===== src/rtl/vlock_pkg.sv =====
package vlock_pkg;

    // Result of one field comparison.
    typedef struct packed {
        logic valid;
        logic hit;
    } vlk_outcome_t;

    typedef enum logic {
        ST_SEEK = 1'b0,
        ST_HOLD = 1'b1
    } vlk_state_t;

    // Width of a counter that must hold values 0..n.
    function automatic int cnt_w(input int n);
        return (n < 2) ? 1 : $clog2(n + 1);
    endfunction

endpackage


===== src/rtl/vlock_edge_sync.sv =====
module vlock_edge_sync #(
    parameter int STAGES = 2
) (
    input  logic clk,
    input  logic rst,
    input  logic din,
    output logic rise
);
    logic lvl;
    logic prev;

    generate
        if (STAGES == 0) begin : g_direct
            assign lvl = din;
        end else begin : g_chain
            logic [STAGES-1:0] chain;
            always_ff @(posedge clk) begin
                if (rst) begin
                    chain <= '0;
                end else begin
                    chain[0] <= din;
                    for (int i = 1; i < STAGES; i++) begin
                        chain[i] <= chain[i-1];
                    end
                end
            end
            assign lvl = chain[STAGES-1];
        end
    endgenerate

    always_ff @(posedge clk) begin
        if (rst) prev <= 1'b0;
        else     prev <= lvl;
    end

    assign rise = lvl & ~prev;
endmodule


===== src/rtl/vlock_phase_cmp.sv =====
module vlock_phase_cmp
    import vlock_pkg::*;
#(
    parameter int WIN_LINES = 1,
    parameter int WD_LIMIT  = 266
) (
    input  logic         clk,
    input  logic         rst,
    input  logic         line_tick,
    input  logic         int_e,
    input  logic         ext_e,
    output vlk_outcome_t outcome
);
    localparam int AGE_W = cnt_w(WIN_LINES + 1);
    localparam int WD_W  = cnt_w(WD_LIMIT);
    localparam logic [AGE_W-1:0] AGE_END = AGE_W'(WIN_LINES);
    localparam logic [WD_W-1:0]  WD_END  = WD_W'(WD_LIMIT - 1);

    logic             int_pend, ext_pend;
    logic [AGE_W-1:0] int_age, ext_age;
    logic [WD_W-1:0]  wd_cnt;
    logic             hit, win_miss, wd_miss;

    always_comb begin
        hit      = (int_e & ext_e) | (ext_e & int_pend) | (int_e & ext_pend);
        win_miss = !hit && int_pend && line_tick && (int_age == AGE_END);
        wd_miss  = !hit && !win_miss && !ext_e && line_tick && (wd_cnt == WD_END);
        outcome.valid = hit | win_miss | wd_miss;
        outcome.hit   = hit;
    end

    always_ff @(posedge clk) begin
        if (rst) begin
            int_pend <= 1'b0;
            ext_pend <= 1'b0;
            int_age  <= '0;
            ext_age  <= '0;
        end else if (hit) begin
            int_pend <= 1'b0;
            ext_pend <= 1'b0;
        end else begin
            if (int_e) begin
                int_pend <= 1'b1;
                int_age  <= '0;
            end else if (int_pend && line_tick) begin
                if (int_age == AGE_END) int_pend <= 1'b0;
                else                    int_age  <= int_age + 1'b1;
            end
            if (ext_e) begin
                ext_pend <= 1'b1;
                ext_age  <= '0;
            end else if (ext_pend && line_tick) begin
                if (ext_age == AGE_END) ext_pend <= 1'b0;
                else                    ext_age  <= ext_age + 1'b1;
            end
        end
    end

    always_ff @(posedge clk) begin
        if (rst)                        wd_cnt <= '0;
        else if (ext_e || outcome.valid) wd_cnt <= '0;
        else if (line_tick)             wd_cnt <= wd_cnt + 1'b1;
    end
endmodule


===== src/rtl/vlock_lock_fsm.sv =====
module vlock_lock_fsm
    import vlock_pkg::*;
#(
    parameter int ACQ_FIELDS = 4,
    parameter int REL_FIELDS = 3
) (
    input  logic         clk,
    input  logic         rst,
    input  vlk_outcome_t outcome,
    input  logic         ext_e,
    output logic         lock,
    output logic         cnt_reset
);
    localparam int MAXRUN = (ACQ_FIELDS > REL_FIELDS) ? ACQ_FIELDS : REL_FIELDS;
    localparam int RUN_W  = cnt_w(MAXRUN);
    localparam logic [RUN_W-1:0] ACQ_END = RUN_W'(ACQ_FIELDS - 1);
    localparam logic [RUN_W-1:0] REL_END = RUN_W'(REL_FIELDS - 1);

    vlk_state_t       state;
    logic [RUN_W-1:0] run_cnt;

    always_ff @(posedge clk) begin
        if (rst) begin
            state     <= ST_SEEK;
            run_cnt   <= '0;
            cnt_reset <= 1'b0;
        end else begin
            cnt_reset <= ext_e && (state == ST_SEEK);
            if (outcome.valid) begin
                unique case (state)
                    ST_SEEK: begin
                        if (!outcome.hit) begin
                            run_cnt <= '0;
                        end else if (run_cnt == ACQ_END) begin
                            state   <= ST_HOLD;
                            run_cnt <= '0;
                        end else begin
                            run_cnt <= run_cnt + 1'b1;
                        end
                    end
                    ST_HOLD: begin
                        if (outcome.hit) begin
                            run_cnt <= '0;
                        end else if (run_cnt == REL_END) begin
                            state   <= ST_SEEK;
                            run_cnt <= '0;
                        end else begin
                            run_cnt <= run_cnt + 1'b1;
                        end
                    end
                    default: state <= ST_SEEK;
                endcase
            end
        end
    end

    assign lock = (state == ST_HOLD);
endmodule


===== src/rtl/vlock_flywheel.sv =====
module vlock_flywheel
    import vlock_pkg::*;
#(
    parameter int ACQ_FIELDS  = 4,
    parameter int REL_FIELDS  = 3,
    parameter int WIN_LINES   = 1,
    parameter int FIELD_LINES = 262,
    parameter int MISS_SLACK  = 4,
    parameter int SYNC_STAGES = 2
) (
    input  logic clk,
    input  logic rst,
    input  logic line_tick,
    input  logic int_vpulse,
    input  logic ext_csync_v,
    input  logic ext_vin,
    input  logic src_sel,
    output logic lock,
    output logic cnt_reset
);
    localparam int NUM_REF  = 2;
    localparam int WD_LIMIT = FIELD_LINES + MISS_SLACK;

    logic [NUM_REF-1:0] ext_raw;
    logic [NUM_REF-1:0] ext_edge;
    logic               int_edge;
    logic               sel_edge;
    vlk_outcome_t       fld_outcome;

    assign ext_raw = {ext_vin, ext_csync_v};

    generate
        for (genvar gi = 0; gi < NUM_REF; gi++) begin : g_ref
            vlock_edge_sync #(.STAGES(SYNC_STAGES)) u_sync (
                .clk  (clk),
                .rst  (rst),
                .din  (ext_raw[gi]),
                .rise (ext_edge[gi])
            );
        end
    endgenerate

    vlock_edge_sync #(.STAGES(0)) u_int_edge (
        .clk  (clk),
        .rst  (rst),
        .din  (int_vpulse),
        .rise (int_edge)
    );

    assign sel_edge = src_sel ? ext_edge[1] : ext_edge[0];

    vlock_phase_cmp #(
        .WIN_LINES (WIN_LINES),
        .WD_LIMIT  (WD_LIMIT)
    ) u_cmp (
        .clk       (clk),
        .rst       (rst),
        .line_tick (line_tick),
        .int_e     (int_edge),
        .ext_e     (sel_edge),
        .outcome   (fld_outcome)
    );

    vlock_lock_fsm #(
        .ACQ_FIELDS (ACQ_FIELDS),
        .REL_FIELDS (REL_FIELDS)
    ) u_fsm (
        .clk       (clk),
        .rst       (rst),
        .outcome   (fld_outcome),
        .ext_e     (sel_edge),
        .lock      (lock),
        .cnt_reset (cnt_reset)
    );
endmodule


===== config.mk =====
export PLATFORM = sky130hd
export DESIGN_NAME = vlock_flywheel
export DESIGN_NICKNAME = d
export VERILOG_FILES = /design/src/rtl/vlock_pkg.sv /design/src/rtl/vlock_edge_sync.sv /design/src/rtl/vlock_phase_cmp.sv /design/src/rtl/vlock_lock_fsm.sv /design/src/rtl/vlock_flywheel.sv
export SDC_FILE = /design/constraint.sdc
export NUM_CORES = 1
export LEC_CHECK = 0
export ABC_CLOCK_PERIOD_IN_PS = 1900
export BUFFER_PORTS_ARGS = -buffer_cell sky130_fd_sc_hd__buf_4
export CAP_MARGIN = 20
export CELL_PAD_IN_SITES_DETAIL_PLACEMENT = 2
export CELL_PAD_IN_SITES_GLOBAL_PLACEMENT = 2
export CORE_MARGIN = 2
export CORE_UTILIZATION = 25
export DETAILED_ROUTE_END_ITERATION = 7
export PLACE_DENSITY = 0.59
export SETUP_SLACK_MARGIN = 0.05
export SLEW_MARGIN = 15
export SYNTH_ARGS = -nofsm -noshare
export SYNTH_HDL_FRONTEND = slang
export SYNTH_SLANG_ARGS = --single-unit

===== constraint.sdc =====
create_clock -name clk -period 1.9 [get_ports clk]
set_input_delay 0.38 -clock clk [delete_from_list [all_inputs] [get_ports clk]]
set_output_delay 0.38 -clock clk [all_outputs]
set_load 0.02 [all_outputs]

==> impl_metrics.json, run 1 <==
{
  "yosys-top-cells-area": "dfxtp_1, ha_1, nor2_1",
  "synth_edf_count": 0,
  "wl_met3_um": 91,
  "fin_hold_ws_ps": 306,
  "numCtsBuffers": 3,
  "antenna_found_initial": 0,
  "postCtsHoldBufs": 0,
  "min-delay-path-class": "in2reg",
  "fin_crit_sh": 0.876,
  "drt-initial-drc-count": 5,
  "avgSynthCellArea_um2": 9.35,
  "fp.dieW_um": 77.1,
  "synthAdderAreaFrac": 0.0748,
  "p_total_mw": 1.05,
  "p_leak_nw": 0.595,
  "cts_setup_buffers": 0,
  "io_pins": 9,
  "core_region_area_um2": 5140,
  "die_h_um": 77.1,
  "r2r-end": "u_fsm.run_cnt[1]$_SDFFE_PP0P_",
  "grt-ovfl-total": 0,
  "syn_area_um2": 1340,
  "path_delay_family": "simple AND/OR/NAND/NOR gates",
  "grt_usage": 0.111,
  "critPathRequiredTime_ps": 2090,
  "clockBufferDepth": 2,
  "yosys_warnings": 0,
  "htreeDepth": 1,
  "slowest_delay_ps": 360,
  "path_cells": "nor4b_2, nand4b_2, o211ai_2, nand2_1, o32ai_1",
  "yosysTopAreaCell": "dfxtp_1",
  "r2r-start": "u_cmp.wd_cnt[4]$_SDFFE_PP0P_",
  "wl_met1_mm": 1.21,
  "end_kind": "register",
  "core.rowCount": 26,
  "crit_start": "u_cmp.wd_cnt[4]$_SDFFE_PP0P_",
  "drive_above_1_share": 0.163,
  "syn-num-nets": 158,
  "clk_pin_slew_ps": 100,
  "crit_type": "reg2reg",
  "wl_met2_mm": 1.60,
  "p_per_area_nw_per_um2": 689,
  "cts-root-buf": "clkbuf_8",
  "wirelength_mm": 2.94,
  "worstPathMaxFanout": 5,
  "worstMarginPinSlew_ps": 379,
  "rr_worst_depth": 5,
  "synth_top_family_by_area": "simple AND/OR/NAND/NOR gates",
  "top_layer_used": "met4",
  "ys_seq_elements": 27,
  "area_growth_pct": 14.3,
  "timing.slew.headroom": 0.745,
  "avgRoutedWirePerCell_um": 13.2,
  "finClkSkew_ps": 10.2,
  "crit_end": "u_fsm.run_cnt[1]$_SDFFE_PP0P_",
  "start_util": 0.260,
  "seq_area_frac_synth": 0.404,
  "ys.flop_type": "dfxtp_1",
  "ctsResizeCount": 0,
  "clk-insertion-delay-late_ps": 280,
  "crit_slowest_cell": "dfxtp_1",
  "synth_compound_area_frac": 0.101,
  "synth.area.mux_share": 0.0309,
  "vias": 1023,
  "place_hpwl_mm": 2.27,
  "synthTopCellsByCount": "dfxtp_1, nor2_1, nand2_1, nor2b_1, ha_1",
  "cp.depth": 5,
  "path_buf_inv": 0,
  "peakVddDrop_v": 0.000273,
  "fmax_mhz": 601,
  "setup_tns_ps": 0,
  "drc_errors": 0,
  "synthSimpleGateAreaFrac": 0.307,
  "cp-start-kind": "register",
  "r2r_setup_slack_ps": 240,
  "grt_pass1_wl_mm": 5.17,
  "via_per_inst": 4.59,
  "status": "completed",
  "grt_start_max_net_pins": 22,
  "portBuffers": 8,
  "synth_most_common_cell": "dfxtp_1",
  "postLayoutSetupSlackWorst_ps": 236,
  "cts_tree": "built",
  "dieArea_um2": 5950,
  "cts_num_sinks": 27,
  "synthXorXnorAreaFrac": 0.0524,
  "synthCells": 143,
  "pre_cts_slack_ps": 114,
  "hold_start": "ext_vin",
  "place.gp.congestion": 0.720,
  "yosysUniqueCellTypes": 40,
  "final-hold-violation-count": 0,
  "async_flop_share": 0,
  "antenna_cells": 0,
  "maxCapViolations": 0,
  "setup_viol": 0,
  "grt_pass1_vias": 1102,
  "layout.nets": 169,
  "drt_pass1_iterations": 4,
  "drtAntennaViolNets": 0,
  "synth.top_cell.area_share": 0.404,
  "period_needed_ps": 1660,
  "rsz0062_at_grt": "no",
  "critPathArrivalTime_ps": 1850,
  "drv_slew": 0
}
flip-flops by register name (all words and copies together), names as in the netlist:
register,flops
u_cmp.wd_cnt,9
u_fsm.cnt_reset,1
u_fsm.run_cnt,3
g_ref.u_sync.prev,2
u_fsm.lock,1
u_cmp.ext_pend,1
g_ref.u_sync.g_chain.chain,4
u_cmp.int_age,2
u_cmp.int_pend,1
u_cmp.ext_age,2
u_int_edge.prev,1
cell usage in the layout (no fill, tap or decap), drive strengths merged, types with 5 or more instances in the layout:
cell	synthesis	final
nand2	9	9
nor2b	9	9
ha	8	8
dfxtp	27	27
nor3	5	5
a21oi	5	5
buf	2	10
inv	6	6
xnor2	5	5
nor2	24	24
where the power goes:
| part | leakage, nW | internal [mW] | switching, mW |
|---|---|---|---|
| combinational | 0.350 | 0.0518 | 0.0633 |
| clock | 0.0255 | 0.147 | 0.191 |
| sequential | 0.220 | 0.584 | 0.0163 |
| total | 0.595 | 0.784 | 0.270 |
metrics by stage:
step / utilization / std cells / instance area (µm²)
after floorplan: - / 143 / 1340
after global placement: 0.288 / 219 / 1480
after detailed placement: 0.288 / 219 / 1480
after CTS: 0.297 / 223 / 1530
after global routing: 0.297 / 223 / 1530
final: 0.297 / 223 / 1530
worst register-to-register path, cell delays in order (launching register included):
cell and delay, ps:
dfxtp_1 360, nor4b_2 320, nand4b_2 230, o211ai_2 320
nand2_1 100, o32ai_1 260
worst min path at each step:
stage	endpoint	slack, ps	cells past startpoint
detailed placement	g_ref[0].u_sync.g_chain.chain[1]$_SDFF_PP0_	440	1
global placement	g_ref[1].u_sync.g_chain.chain[1]$_SDFF_PP0_	440	1
finish	g_ref[1].u_sync.g_chain.chain[0]$_SDFF_PP0_	310	2
CTS	g_ref[0].u_sync.g_chain.chain[0]$_SDFF_PP0_	300	2
floorplan	g_ref[0].u_sync.g_chain.chain[1]$_SDFF_PP0_	410	1
global route	g_ref[0].u_sync.g_chain.chain[0]$_SDFF_PP0_	320	2
per-layer routing:
layer	up-vias	global-route usage
li1	506	-
met1	503	0.117
met2	9	0.209
met3	5	0.0329
met4	0	0.0375
met5	-	0
logic make-up after synthesis:
logic type      count (synthesis)
compound gates                 16
fa+ha+maj                       8
simple gates                   70
buf+inv                        10
flops                          27
xor+xnor                        8
mux                             4
final cells by class:
class / count / area (µm²)
Clock buffer: 3 / 41.3
Clock inverter: 1 / 5.00
Fill cell: 607 / 3610
Inverter: 6 / 22.5
Multi-Input combinational cell: 106 / 757
Sequential cell: 27 / 541
Tap cell: 70 / 87.6
Timing Repair Buffer: 10 / 75.1
(Power assumes the default switching activity.)
==> run 2: changes to the inputs <==
--- a/config.mk
+++ b/config.mk
@@ -13,6 +13,7 @@
 export CORE_MARGIN = 2
 export CORE_UTILIZATION = 25
 export DETAILED_ROUTE_END_ITERATION = 7
+export GPL_TIMING_DRIVEN = 0
 export PLACE_DENSITY = 0.59
 export SETUP_SLACK_MARGIN = 0.05
 export SLEW_MARGIN = 15
==> run 2 against run 1 <==
Net effect: clock power down 4%; total power fell by 1.1%; fmax rose by 1.0%; critical path depth unchanged; via count fell by 0.49%; cell area hardly changed; global-route usage grew 0.29 points; sequential share of layout area barely moved; clock skew down 6.7 ps; flip-flop and latch count stayed put; die area unchanged; critical endpoint unchanged.
==> impl_metrics.json, run 2 (same netlist as run 1, synthesis figures left out) <==
{
  "cts_tree": "built",
  "clockBufferDepth": 2,
  "grt-ovfl-total": 0,
  "dp.cells": 221,
  "grt_usage": 0.114,
  "worstPathMaxFanout": 5,
  "drt_pass1_iterations": 4,
  "cp-start-kind": "register",
  "fmax_mhz": 607,
  "final_common_cell": "dfxtp_1",
  "worstMarginPinSlew_ps": 498,
  "antenna_found_initial": 0,
  "utilization": 0.298,
  "drc_errors": 0,
  "postCtsHoldBufs": 0,
  "largest_register_ff_count": 9,
  "regMostFlops": "u_cmp.wd_cnt",
  "antenna_cells": 0,
  "crit_type": "reg2reg",
  "core.rowCount": 26,
  "path_buf_inv": 0,
  "final_cells": 225,
  "peakVddDrop_v": 0.000462,
  "finClkSkew_ps": 3.48,
  "io_pins": 9,
  "crit_slowest_cell": "dfxtp_1",
  "critPathRequiredTime_ps": 2080,
  "status": "completed",
  "clk-insertion-delay-late_ps": 270,
  "final_area_um2": 1530,
  "dieArea_um2": 5950,
  "vias": 1018,
  "numCtsBuffers": 3,
  "path_delay_family": "simple AND/OR/NAND/NOR gates",
  "fin_crit_sh": 0.867,
  "slowest_delay_ps": 360,
  "reg_top3": "u_cmp.wd_cnt x9, g_ref.u_sync.g_chain.chain x4, u_fsm.run_cnt x3",
  "maxCapViolations": 0,
  "setup_tns_ps": 0,
  "grt_start_max_net_pins": 15,
  "period_needed_ps": 1650,
  "via_per_inst": 4.52,
  "htreeDepth": 1,
  "timing.slew.headroom": 0.668,
  "cts-root-buf": "clkbuf_8",
  "drive_above_1_share": 0.155,
  "cts_setup_buffers": 0,
  "drtAntennaViolNets": 0,
  "drt-initial-drc-count": 18,
  "p_leak_nw": 0.594,
  "p_total_mw": 1.04,
  "wirelength_mm": 3.00,
  "drv_slew": 0,
  "area_growth_pct": 14.4,
  "place.gp.congestion": 0.800,
  "clk_pin_slew_ps": 90,
  "min-delay-path-class": "in2reg",
  "portBuffers": 8,
  "path_cells": "nor4b_2, nand4b_2, o211ai_2, nand2_1, o32ai_1",
  "die_h_um": 77.1,
  "core_region_area_um2": 5140,
  "start_util": 0.260,
  "grt_pass1_wl_mm": 5.45,
  "layout.nets": 171,
  "mostFrequentLayoutCells": "dfxtp_1, nor2_1, nor2b_1, nand2_1",
  "cts_num_sinks": 27,
  "fp.dieW_um": 77.1,
  "critPathArrivalTime_ps": 1830,
  "rsz0062_at_grt": "no",
  "end_kind": "register",
  "dpl_cell_area_um2": 1490,
  "place_hpwl_mm": 2.38,
  "final-hold-violation-count": 0,
  "ctsResizeCount": 0,
  "p_per_area_nw_per_um2": 681,
  "grt_pass1_vias": 1187,
  "avgRoutedWirePerCell_um": 13.3,
  "setup_viol": 0
}
-- run 2: changes by cell type in the layout (fill, tap and decap cells not counted) --
cell      before  now
clkinv_2       1    0
clkbuf_1       0    3
buf_2          0    2
buf_4         10    8
-- run 2: final timing paths --
kind | from | end | slack [ps] | cells past startpoint
max | u_cmp.wd_cnt[4]$_SDFFE_PP0P_ | u_fsm.run_cnt[1]$_SDFFE_PP0P_ | 250 | 5
min reg2reg | g_ref[0].u_sync.g_chain.chain[0]$_SDFF_PP0_ | g_ref[0].u_sync.g_chain.chain[1]$_SDFF_PP0_ | 460 | 1
max reg2reg | u_cmp.wd_cnt[4]$_SDFFE_PP0P_ | u_fsm.run_cnt[1]$_SDFFE_PP0P_ | 250 | 5
min | ext_csync_v | g_ref[0].u_sync.g_chain.chain[0]$_SDFF_PP0_ | 320 | 2
-- run 2: metrics by stage --
stage	worst slack, ps	hold WS [ps]
floorplan	383	414
global placement	125	430
detailed placement	98.6	450
CTS	200	310
global route	54.9	310
finish	252	317
-- run 2: area by class of cell --
| cell class | instances | area [µm²] |
|---|---|---|
| Fill cell | 608 | 3610 |
| Buffer | 4 | 17.5 |
| Sequential cell | 27 | 541 |
| Inverter | 6 | 22.5 |
| Timing Repair Buffer | 8 | 60.1 |
| Multi-Input combinational cell | 106 | 757 |
| Clock buffer | 4 | 45.0 |
| Tap cell | 70 | 87.6 |
-- run 2: metal layers --
layer  GRT usage  vias to the layer above  share of wire
li1            -                      512              -
met1       0.123                      496           0.44
met2       0.221                        8           0.53
met3      0.0282                        2          0.023
met4      0.0268                        0         0.0080
met5           0                        -              0
-- run 2: where the power goes --
group	internal (mW)	switching (mW)
sequential	0.584	0.0161
clock	0.150	0.175
combinational	0.0512	0.0651
